<file path="src/rtl/tsc_pkg.sv">
package tsc_pkg;

    typedef enum logic [4:0] {
        OP_NOP  = 5'd0,
        OP_LIT  = 5'd1,
        OP_DUP  = 5'd2,
        OP_SWAP = 5'd3,
        OP_ADD  = 5'd4,
        OP_TOA  = 5'd5,
        OP_TOB  = 5'd6,
        OP_TOR  = 5'd7,
        OP_LDA  = 5'd8,
        OP_LDAI = 5'd9,
        OP_LDAD = 5'd10,
        OP_LDB  = 5'd11,
        OP_LDBI = 5'd12,
        OP_LDBD = 5'd13,
        OP_STA  = 5'd14,
        OP_STAI = 5'd15,
        OP_STAD = 5'd16,
        OP_STB  = 5'd17,
        OP_STBI = 5'd18,
        OP_STBD = 5'd19,
        OP_TOX  = 5'd20,
        OP_TOY  = 5'd21,
        OP_LDX  = 5'd22,
        OP_LDY  = 5'd23,
        OP_STX  = 5'd24,
        OP_STY  = 5'd25,
        OP_NEXT = 5'd26
    } op_e;

    typedef enum logic {
        PH_RUN  = 1'b0,
        PH_WAIT = 1'b1
    } phase_e;

endpackage

</file>
<file path="src/rtl/tsc_stack.sv">
// Register-file stack. The caller guarantees that every pop/push request is
// legal; this module only moves entries and tracks occupancy.
module tsc_stack #(
    parameter int W     = 16,
    parameter int DEPTH = 16,
    localparam int CW   = $clog2(DEPTH + 1)
) (
    input  logic          clk,
    input  logic          rst_n,
    input  logic [1:0]    pop_n,
    input  logic [1:0]    push_n,
    input  logic [W-1:0]  w_top,
    input  logic [W-1:0]  w_sec,
    output logic [CW-1:0] cnt,
    output logic [W-1:0]  top,
    output logic [W-1:0]  sec
);

    typedef struct packed {
        logic [DEPTH-1:0][W-1:0] ent;
        logic [CW-1:0]           cnt;
    } stk_t;

    stk_t          s_d, s_q;
    logic [CW-1:0] base_cnt;

    always_comb begin
        s_d      = s_q;
        base_cnt = s_q.cnt - CW'(pop_n);
        s_d.cnt  = base_cnt + CW'(push_n);
        for (int i = 0; i < DEPTH; i++) begin
            if (push_n != 2'd0 && CW'(i) + CW'(1) == s_d.cnt) begin
                s_d.ent[i] = w_top;
            end
            if (push_n == 2'd2 && CW'(i) + CW'(2) == s_d.cnt) begin
                s_d.ent[i] = w_sec;
            end
        end
    end

    always_ff @(posedge clk or negedge rst_n) begin
        if (!rst_n) begin
            s_q <= '0;
        end else begin
            s_q <= s_d;
        end
    end

    always_comb begin
        top = '0;
        sec = '0;
        for (int i = 0; i < DEPTH; i++) begin
            if (CW'(i) + CW'(1) == s_q.cnt) top = s_q.ent[i];
            if (CW'(i) + CW'(2) == s_q.cnt) sec = s_q.ent[i];
        end
    end

    assign cnt = s_q.cnt;

endmodule

</file>
<file path="src/rtl/tsc_agu.sv">
// Address generation: pointer access with optional step, or base + index.
module tsc_agu
    import tsc_pkg::*;
#(
    parameter int DW = 16
) (
    input  op_e           op,
    input  logic [DW-1:0] ptr_a,
    input  logic [DW-1:0] ptr_b,
    input  logic [DW-1:0] base_x,
    input  logic [DW-1:0] base_y,
    input  logic [DW-1:0] idx,
    output logic [DW-1:0] ea,
    output logic [DW-1:0] ptr_nxt,
    output logic          upd_a,
    output logic          upd_b
);

    logic step_up;
    logic step_dn;

    always_comb begin
        ea      = '0;
        upd_a   = 1'b0;
        upd_b   = 1'b0;
        step_up = 1'b0;
        step_dn = 1'b0;
        unique case (op)
            OP_LDA, OP_STA:   ea = ptr_a;
            OP_LDAI, OP_STAI: begin ea = ptr_a; upd_a = 1'b1; step_up = 1'b1; end
            OP_LDAD, OP_STAD: begin ea = ptr_a; upd_a = 1'b1; step_dn = 1'b1; end
            OP_LDB, OP_STB:   ea = ptr_b;
            OP_LDBI, OP_STBI: begin ea = ptr_b; upd_b = 1'b1; step_up = 1'b1; end
            OP_LDBD, OP_STBD: begin ea = ptr_b; upd_b = 1'b1; step_dn = 1'b1; end
            OP_LDX, OP_STX:   ea = base_x + idx;
            OP_LDY, OP_STY:   ea = base_y + idx;
            default:          ea = '0;
        endcase
        if (step_up) begin
            ptr_nxt = ea + DW'(1);
        end else if (step_dn) begin
            ptr_nxt = ea - DW'(1);
        end else begin
            ptr_nxt = ea;
        end
    end

endmodule

</file>
<file path="src/rtl/tsc_core.sv">
module tsc_core
    import tsc_pkg::*;
#(
    parameter int DW    = 16,
    parameter int DEPTH = 16,
    localparam int CW   = $clog2(DEPTH + 1)
) (
    input  logic          clk,
    input  logic          rst_n,
    input  logic          ins_valid,
    input  logic [4:0]    ins_op,
    input  logic [DW-1:0] ins_imm,
    output logic          ins_ready,
    output logic          loop_back,
    output logic [DW-1:0] mem_addr,
    output logic [DW-1:0] mem_wdata,
    output logic          mem_we,
    input  logic [DW-1:0] mem_rdata,
    output logic [DW-1:0] tos,
    output logic [DW-1:0] nos,
    output logic [DW-1:0] tor,
    output logic [CW-1:0] d_depth,
    output logic [CW-1:0] r_depth,
    output logic          d_err,
    output logic          r_err
);

    typedef struct packed {
        phase_e        ph;
        logic          wait_idx;
        logic [DW-1:0] a;
        logic [DW-1:0] b;
        logic [DW-1:0] x;
        logic [DW-1:0] y;
        logic          d_err;
        logic          r_err;
        logic          loop;
    } core_t;

    core_t c_d, c_q;
    op_e   op;

    logic [1:0]    d_pop, d_push, r_pop, r_push;
    logic [DW-1:0] d_w0, d_w1, r_w0;
    logic [DW-1:0] d_top, d_sec, r_top, r_unused_sec;
    logic [CW-1:0] d_cnt, r_cnt;
    logic [DW-1:0] ea, ptr_nxt, tor_dec;
    logic          upd_a, upd_b;
    logic          d_room, d_has1, d_has2, r_room, r_has1;

    assign op = op_e'(ins_op);

    tsc_stack #(.W(DW), .DEPTH(DEPTH)) u_dstk (
        .clk    (clk),
        .rst_n  (rst_n),
        .pop_n  (d_pop),
        .push_n (d_push),
        .w_top  (d_w0),
        .w_sec  (d_w1),
        .cnt    (d_cnt),
        .top    (d_top),
        .sec    (d_sec)
    );

    tsc_stack #(.W(DW), .DEPTH(DEPTH)) u_rstk (
        .clk    (clk),
        .rst_n  (rst_n),
        .pop_n  (r_pop),
        .push_n (r_push),
        .w_top  (r_w0),
        .w_sec  (r_w0),
        .cnt    (r_cnt),
        .top    (r_top),
        .sec    (r_unused_sec)
    );

    tsc_agu #(.DW(DW)) u_agu (
        .op      (op),
        .ptr_a   (c_q.a),
        .ptr_b   (c_q.b),
        .base_x  (c_q.x),
        .base_y  (c_q.y),
        .idx     (d_top),
        .ea      (ea),
        .ptr_nxt (ptr_nxt),
        .upd_a   (upd_a),
        .upd_b   (upd_b)
    );

    always_comb begin
        c_d       = c_q;
        c_d.loop  = 1'b0;
        d_pop     = 2'd0;
        d_push    = 2'd0;
        d_w0      = d_top;
        d_w1      = d_sec;
        r_pop     = 2'd0;
        r_push    = 2'd0;
        r_w0      = r_top;
        mem_we    = 1'b0;
        mem_wdata = d_top;
        d_room    = d_cnt < CW'(DEPTH);
        d_has1    = d_cnt >= CW'(1);
        d_has2    = d_cnt >= CW'(2);
        r_room    = r_cnt < CW'(DEPTH);
        r_has1    = r_cnt >= CW'(1);
        tor_dec   = r_top - DW'(1);

        if (c_q.ph == PH_WAIT) begin
            // read word arrives this cycle: push it, or replace the index
            c_d.ph = PH_RUN;
            d_w0   = mem_rdata;
            d_push = 2'd1;
            if (c_q.wait_idx) d_pop = 2'd1;
        end else if (ins_valid) begin
            unique case (op)
                OP_LIT: begin
                    if (d_room) begin d_push = 2'd1; d_w0 = ins_imm; end
                    else c_d.d_err = 1'b1;
                end
                OP_DUP: begin
                    if (d_room && d_has1) d_push = 2'd1;
                    else c_d.d_err = 1'b1;
                end
                OP_SWAP: begin
                    if (d_has2) begin
                        d_pop = 2'd2; d_push = 2'd2; d_w0 = d_sec; d_w1 = d_top;
                    end else c_d.d_err = 1'b1;
                end
                OP_ADD: begin
                    if (d_has2) begin
                        d_pop = 2'd2; d_push = 2'd1; d_w0 = d_top + d_sec;
                    end else c_d.d_err = 1'b1;
                end
                OP_TOA, OP_TOB, OP_TOX, OP_TOY: begin
                    if (d_has1) begin
                        d_pop = 2'd1;
                        if (op == OP_TOA) c_d.a = d_top;
                        if (op == OP_TOB) c_d.b = d_top;
                        if (op == OP_TOX) c_d.x = d_top;
                        if (op == OP_TOY) c_d.y = d_top;
                    end else c_d.d_err = 1'b1;
                end
                OP_TOR: begin
                    if (d_has1 && r_room) begin
                        d_pop = 2'd1; r_push = 2'd1; r_w0 = d_top;
                    end else begin
                        if (!d_has1) c_d.d_err = 1'b1;
                        if (!r_room) c_d.r_err = 1'b1;
                    end
                end
                OP_LDA, OP_LDAI, OP_LDAD, OP_LDB, OP_LDBI, OP_LDBD: begin
                    if (d_room) begin
                        c_d.ph       = PH_WAIT;
                        c_d.wait_idx = 1'b0;
                        if (upd_a) c_d.a = ptr_nxt;
                        if (upd_b) c_d.b = ptr_nxt;
                    end else c_d.d_err = 1'b1;
                end
                OP_LDX, OP_LDY: begin
                    if (d_has1) begin
                        c_d.ph       = PH_WAIT;
                        c_d.wait_idx = 1'b1;
                    end else c_d.d_err = 1'b1;
                end
                OP_STA, OP_STAI, OP_STAD, OP_STB, OP_STBI, OP_STBD: begin
                    if (d_has1) begin
                        d_pop  = 2'd1;
                        mem_we = 1'b1;
                        if (upd_a) c_d.a = ptr_nxt;
                        if (upd_b) c_d.b = ptr_nxt;
                    end else c_d.d_err = 1'b1;
                end
                OP_STX, OP_STY: begin
                    if (d_has2) begin
                        d_pop     = 2'd2;
                        mem_we    = 1'b1;
                        mem_wdata = d_sec;
                    end else c_d.d_err = 1'b1;
                end
                OP_NEXT: begin
                    if (r_has1) begin
                        r_pop = 2'd1;
                        if (tor_dec != '0) begin
                            r_push   = 2'd1;
                            r_w0     = tor_dec;
                            c_d.loop = 1'b1;
                        end
                    end else c_d.r_err = 1'b1;
                end
                default: ;
            endcase
        end
    end

    always_ff @(posedge clk or negedge rst_n) begin
        if (!rst_n) begin
            c_q <= '0;
        end else begin
            c_q <= c_d;
        end
    end

    assign mem_addr  = ea;
    assign ins_ready = (c_q.ph == PH_RUN);
    assign loop_back = c_q.loop;
    assign tos       = d_top;
    assign nos       = d_sec;
    assign tor       = r_top;
    assign d_depth   = d_cnt;
    assign r_depth   = r_cnt;
    assign d_err     = c_q.d_err;
    assign r_err     = c_q.r_err;

endmodule

</file>
<file path="config.mk">
export PLATFORM = sky130hd
export DESIGN_NAME = tsc_core
export DESIGN_NICKNAME = d
export VERILOG_FILES = /design/src/rtl/tsc_pkg.sv /design/src/rtl/tsc_stack.sv /design/src/rtl/tsc_agu.sv /design/src/rtl/tsc_core.sv
export SDC_FILE = /design/constraint.sdc
export NUM_CORES = 2
export LEC_CHECK = 0
export ABC_AREA = 0
export BUFFER_PORTS_ARGS = -buffer_cell sky130_fd_sc_hd__buf_4
export CAP_MARGIN = 0
export CORE_MARGIN = 2
export CORE_UTILIZATION = 45
export DETAILED_ROUTE_END_ITERATION = 10
export GPL_TIMING_DRIVEN = 0
export SYNTH_ARGS = -nofsm -noshare
export SYNTH_HDL_FRONTEND = slang
export SYNTH_SLANG_ARGS = --single-unit
</file>
<file path="constraint.sdc">
create_clock -name clk -period 13.7 [get_ports clk]
set_input_delay 3.425 -clock clk [delete_from_list [all_inputs] [get_ports clk]]
set_output_delay 3.425 -clock clk [all_outputs]
set_load 0.01 [all_outputs]
</file>
### Word-level counts from Yosys, hierarchy flattened

Index checks and enable logic that the tools add are counted.

* add/subtract/negate cells: 10
* $lt $le $gt $ge: 5
* equal/unequal tests: 107
* muxes and demuxes: 193
* bitwise logic cells: 1
* reductions and logical operators: 129

Operator list (count)
* 2-to-1 mux 16 bit: 137
* equality test 4 x 5 -> 1 bit (first input constant): 32
* one-hot mux 32 bit (3 select lines): 1
* equality test 3 x 5 -> 1 bit (first input constant): 16
* nonzero test 2 bit: 36
* 2-to-1 mux 69 bit: 1
* logical AND 1 bit: 66
* 2-to-1 mux 32 bit: 2
* 2-to-1 mux 64 bit: 1
* one-hot mux 16 bit (4 select lines): 1
* equality test 5 bit (second input constant): 11
* adder 16 bit: 3
* one-hot mux 16 bit (3 select lines): 1
* equality test 2 x 5 -> 1 bit (first input constant): 8
* equality test 5 x 4 -> 1 bit (second input constant): 8
* equality test 5 bit (first input constant): 7
* 2-to-1 mux 34 bit: 1
* 2-to-1 mux 1 bit: 33
* one-hot mux 16 bit (2 select lines): 1
* subtractor 16 x 1 -> 16 bit (second input constant): 2
* inequality test 2 bit (second input constant): 12
* OR reduction 4 bit: 6
* OR reduction 6 bit: 4
* AND reduction 7 bit: 3
* 30 further kinds: 52

* flip-flop bits (word level): 591

### Longest topological paths before layout

* depth after elaboration: 29
* mapped depth: 32
* gate-level depth less buffers: 26

### Hierarchy

Synthesis repeated with hierarchy kept, for this count alone.

* cells, all modules: 5210
* area total of the unflattened synthesis: 43123.9 sq um

By module, submodules not included
* tsc_stack at u_dstk: instances 1, cells each 2070, area an instance 17570.6 sq um, seq. area each 6531.3 sq um
* tsc_stack at u_rstk: instances 1, cells each 2135, area an instance 17544.3 sq um, seq. area each 6531.3 sq um
* tsc_core: instances 1, cells each 732, area an instance 5949.5 sq um, seq. area each 1726.7 sq um
* tsc_agu: instances 1, cells each 273, area an instance 2059.5 sq um, seq. area each 0.0 sq um

### Worst setup path after synthesis

No wires, ideal clock.

* path kind: input to output
* start point: input ins_op[3]
* end point: output mem_addr[12]
* arrival: 7.416 ns
* data required time: 10.275 ns
* setup slack: 2.859 ns
* cell stages on the path: 17
* path buffers: 3
* cell sequence: clkbuf_1 -> and3b_1 -> o21a_1 -> clkbuf_1 -> nand2_1 -> clkbuf_1 -> mux2_2 -> ha_1 -> inv_1 -> fa_1 -> nor2b_1 -> o31a_1 -> o41ai_1 -> o21ai_0 -> a21oi_1 -> mux2_2 -> o21ai_1

* word-level cells in the longest chain between the ends: 3

RTL lines
* from (decl): line tsc_core.sv:11 `input logic [4:0] ins_op,`
* equality test 5 x 4 -> 1 bit / equality test 5 bit (equally long branches): line tsc_agu.sv:28 `unique case (op)`
* OR reduction 6 bit (no source line) / OR reduction 2 bit (equally long branches)
* one-hot mux 16 bit (4 select lines) *: line tsc_agu.sv:28
* to (decl): line tsc_core.sv:15 `output logic [DW-1:0] mem_addr,`

Every way passes the cells marked *; elsewhere a longest branch is shown, timed or not.

### Worst setup path in the final report

* start point: register u_dstk.s_q, in the netlist u_dstk.cnt[4]
* end point: output mem_addr[12]

* word-level cells in the longest chain between the ends: 19

RTL lines
* from (decl): line tsc_stack.sv:24 `stk_t s_d, s_q;`
* from (signal assigned): line tsc_stack.sv:43 `s_q <= '0;`
* from (signal assigned): line tsc_stack.sv:45 `s_q <= s_d;`
* equality test 1 x 5 -> 1 bit: line tsc_stack.sv:53 `if (CW'(i) + CW'(1) == s_q.cnt) top = s_q.ent[i];`
* 2-to-1 mux 16 bit (15 in series): line tsc_stack.sv:53
* 2-to-1 mux 16 bit *: line tsc_stack.sv:53
* adder 16 bit, on equally long branches: line tsc_agu.sv:36, tsc_agu.sv:35
* one-hot mux 16 bit (4 select lines) *: line tsc_agu.sv:28

Marked as above.

==> flow_summary.ini <==
[status]
status = finished, violations left
violations = capacitance limit, slew limit

[logic_synthesis]
synth.area.mux_share_pct = 12.3
synth_area_per_cell_sq_um = 9.33
synth_seq_cells = 591
synth_nets = 4138
synthFlopType = dfrtp_1
postSynthCellCount = 4039
async_reset_ff_share_pct = 100
synth_xor_area_share_pct = 0.953
ys_seq_area_share_pct = 39.2
synth_edf_count = 0
ys_warn_count = 0
synth_compound_area_share_pct = 26.8
synthSimpleGateAreaFrac_pct = 13.7
ys_types = 103
synthAdderAreaFrac_pct = 2.06
syn_area_sq_mm = 0.0377
synth_top_family_by_area = compound AO/OA/AOI/OAI gates

[timing]
skew_ps = 30.0
min_period_ps = 13610
rsz0062_at_grt = false
setup_viol = 0
setup_tns_ps = 0
tightest_slew_ps = 1540
final_hold_viol_count = 0
slew_violations = 13
max_clock_freq_ghz = 0.0735
post-route-period-util_pct = 99.3
max-slew-margin-rel_pct = -2.92

[placement]
gp_congestion = 1.01
dp.cells = 5268
io_buffers = 133
dp_hpwl_mm = 142
post_dp_cell_area_sq_mm = 0.0404

[route]
route.detailed.drc = 0
dr.pass1.iters = 9
wl_per_cell_um = 34.6
ant_nets = 0
routed_wl_mm = 187
vias_per_cell = 7.05
vias = 38100
drt_iter0_markers = 6205

[final_layout]
nets = 4364
fin_area_sq_mm = 0.0431
final_util_pct = 51.7
syn_to_final_growth_pct = 14.3
drive_gt1_share_pct = 17.4
final_cells = 5404

[clock_tree]
h-tree-depth = 3
cts_made_buffers = 73
cts_sinks = 591
cts_tree = yes
cts.reportedPaths.clkPinSlew_ps = 60
insertion_delay_ps = 670
clk_root_buffer_cell = clkbuf_16
cts_buffer_depth = 3
ctsHoldBuffers = 0

[critical_path]
crit_type = register to output port
crit_required_ps = 10270
worstSetupStartpoint = u_dstk.cnt[4]
cp-start-kind = register
r2r_start = u_dstk.cnt[4]
crit_fanout = 11
worst_ep_arrival_time_ps = 10180
end_kind = output port

[global_route]
grt_antenna_before_repair = 3
grt_max_degree = 111
grt_pass1_vias = 35800
grt_first_pass_wirelength_mm = 265
grt_util_all_layers_pct = 42.4
overflow = 0

[floorplanning]
die_h_um = 293
die_x_um = 293
coreArea_sq_mm = 0.0833
die_area_sq_mm = 0.0861
io_pins = 135
initial_core_util_pct = 45.2
rows = 106

[pwr]
p_leak_nw = 18.9
p_per_area_mw_per_mm2 = 257
vdd_drop_max_mv = 0.220
total_power_w = 0.0111

[worst_hold_path]
hp-start = c_q[17]
min-delay-path-class = register to register

[job]
max-cap-violations = 3
critical path, stage by stage (launching register included):
cell and delay [ps]:
dfrtp_1 730, buf_2 340, buf_2 330, inv_1 400, ha_1 440, and4bb_2 340
buf_2 230, buf_1 300, a22oi_1 290, a22oi_1 140, o221ai_1 410, a21oi_1 230
o2111ai_1 220, a41oi_2 420, inv_1 570, clkbuf_1 1060, fa_1 390, nor2b_1 90
o31a_1 280, o41ai_1 490, o21ai_0 280, a21oi_1 270, mux2_2 360, o21ai_1 620
buf_4 260
registers in the layout, indices dropped and copies added, names as in the netlist:
signal,count
u_dstk.s_q,256
r_err,1
u_rstk.cnt,5
u_rstk.s_q,256
u_dstk.cnt,5
loop_back,1
d_err,1
c_q,66
metal layers:
| metal | track usage, % | vias to the layer above | wire length (um) |
|---|---|---|---|
| li1 | - | 15800 | - |
| met1 | 58.1 | 18900 | 75000 |
| met2 | 59.8 | 2876 | 76500 |
| met3 | 13.7 | 543 | 24900 |
| met4 | 21.4 | 2 | 10800 |
| met5 | 0 | - | 27 |
cell usage after synthesis, types with 23 or more instances:
cell      count  area (sq um)
nand2b_1     39           244
mux2_2      197          2220
a31oi_1      26           163
o221ai_1    151          1320
a211oi_1     44           330
mux2_4      111          1670
buf_4        24           180
buf_6        23           259
buf_1        26          97.6
a221oi_1     58           508
xnor2_1      27           236
nand3_1      69           345
a22o_1       26           228
nor3_1       67           335
nor2_1      312          1170
o22ai_1      54           338
nand2_1     398          1490
buf_2        47           235
clkbuf_1    205           769
o211ai_1     36           270
inv_1        77           289
a21oi_1     240          1200
a221o_1      50           500
a222oi_1     46           460
a22oi_1     141          1060
nor2b_1      41           257
o21ai_0     401          2010
dfrtp_1     591         14800
mux2i_1      63           631
ha_1         54           676
a21o_1       25           188
o21a_1       23           173
final cells by class:
cell class                 count  area (sq um)
fill                        7727         40200
multi-input combinational   3042         21100
sequential                   591         14800
clock buffer                 100          2060
buffer                       326          1560
tap                         1080          1350
timing repair buffer         151          1310
clock inverter                32           597
inverter                      80           300
antenna                        2          5.00
logic make-up (layout without fill, tap and decap cells):
| group | after synthesis | in the layout |
|---|---|---|
| AO/OA/AOI/OAI | 1476 | 1476 |
| XOR/XNOR | 41 | 41 |
| adder cells (fa/ha/maj) | 59 | 59 |
| buffers and inverters | 406 | 689 |
| flip-flops | 591 | 591 |
| multiplexers | 379 | 379 |
| other | 0 | 2 |
| AND/OR/NAND/NOR | 1087 | 1087 |
final timing paths:
path                       slack, ps  depth (start not counted)               to
setup / recovery                  90                         24     mem_addr[12]
hold / removal                   480                          2          c_q[17]
setup reg to reg                2770                         31  u_dstk.s_q[125]
hold reg to reg                  480                          2          c_q[17]
max in group asynchronous       9080                          4  u_rstk.s_q[134]
min in group asynchronous       2800                          1  u_dstk.s_q[211]
metrics by stage:
step | hold slack, ps | worst slack, ps
detailed placement | 468 | 467
finish | 480 | 94.9
CTS | 480 | 301
floorplan | 444 | 2860
global placement | 459 | 59.7
global route | 496 | 52.1
power by group:
group,total (W),switching (W),internal [W]
registers,0.00245,0.000351,0.00210
logic,0.00646,0.00464,0.00183
clock network,0.00218,0.000867,0.00131
placed cells by master, fill, tap and decap left out, drive strengths merged, types with 14 or more instances in the layout:
master | Yosys | layout
a211oi | 46 | 46
a21o | 25 | 25
a21oi | 243 | 243
a221o | 50 | 50
a221oi | 59 | 59
a222oi | 46 | 46
a22o | 26 | 26
a22oi | 141 | 141
a31oi | 26 | 26
and2 | 22 | 22
and3 | 16 | 16
buf | 121 | 271
clkbuf | 205 | 306
clkinv | 1 | 15
dfrtp | 591 | 591
ha | 54 | 54
inv | 79 | 80
mux2 | 312 | 312
mux2i | 63 | 63
nand2 | 399 | 399
nand2b | 39 | 39
nand3 | 69 | 69
nand3b | 14 | 14
nor2 | 312 | 312
nor2b | 41 | 41
nor3 | 78 | 78
o211ai | 39 | 39
o21a | 24 | 24
o21ai | 421 | 421
o221ai | 151 | 151
o22ai | 54 | 54
or3 | 20 | 20
xnor2 | 27 | 27
xor2 | 14 | 14
timing repair:
action | in CTS | in global routing
pin swaps | 1 | 0
setup endpoints to repair | 3 | 3
gates resized for setup | 1 | 1
setup buffers | 2 | 0
cloned | 0 | 0
hold endpoints to repair | 0 | 0
Note: power is estimated with default switching activity, not from simulation.
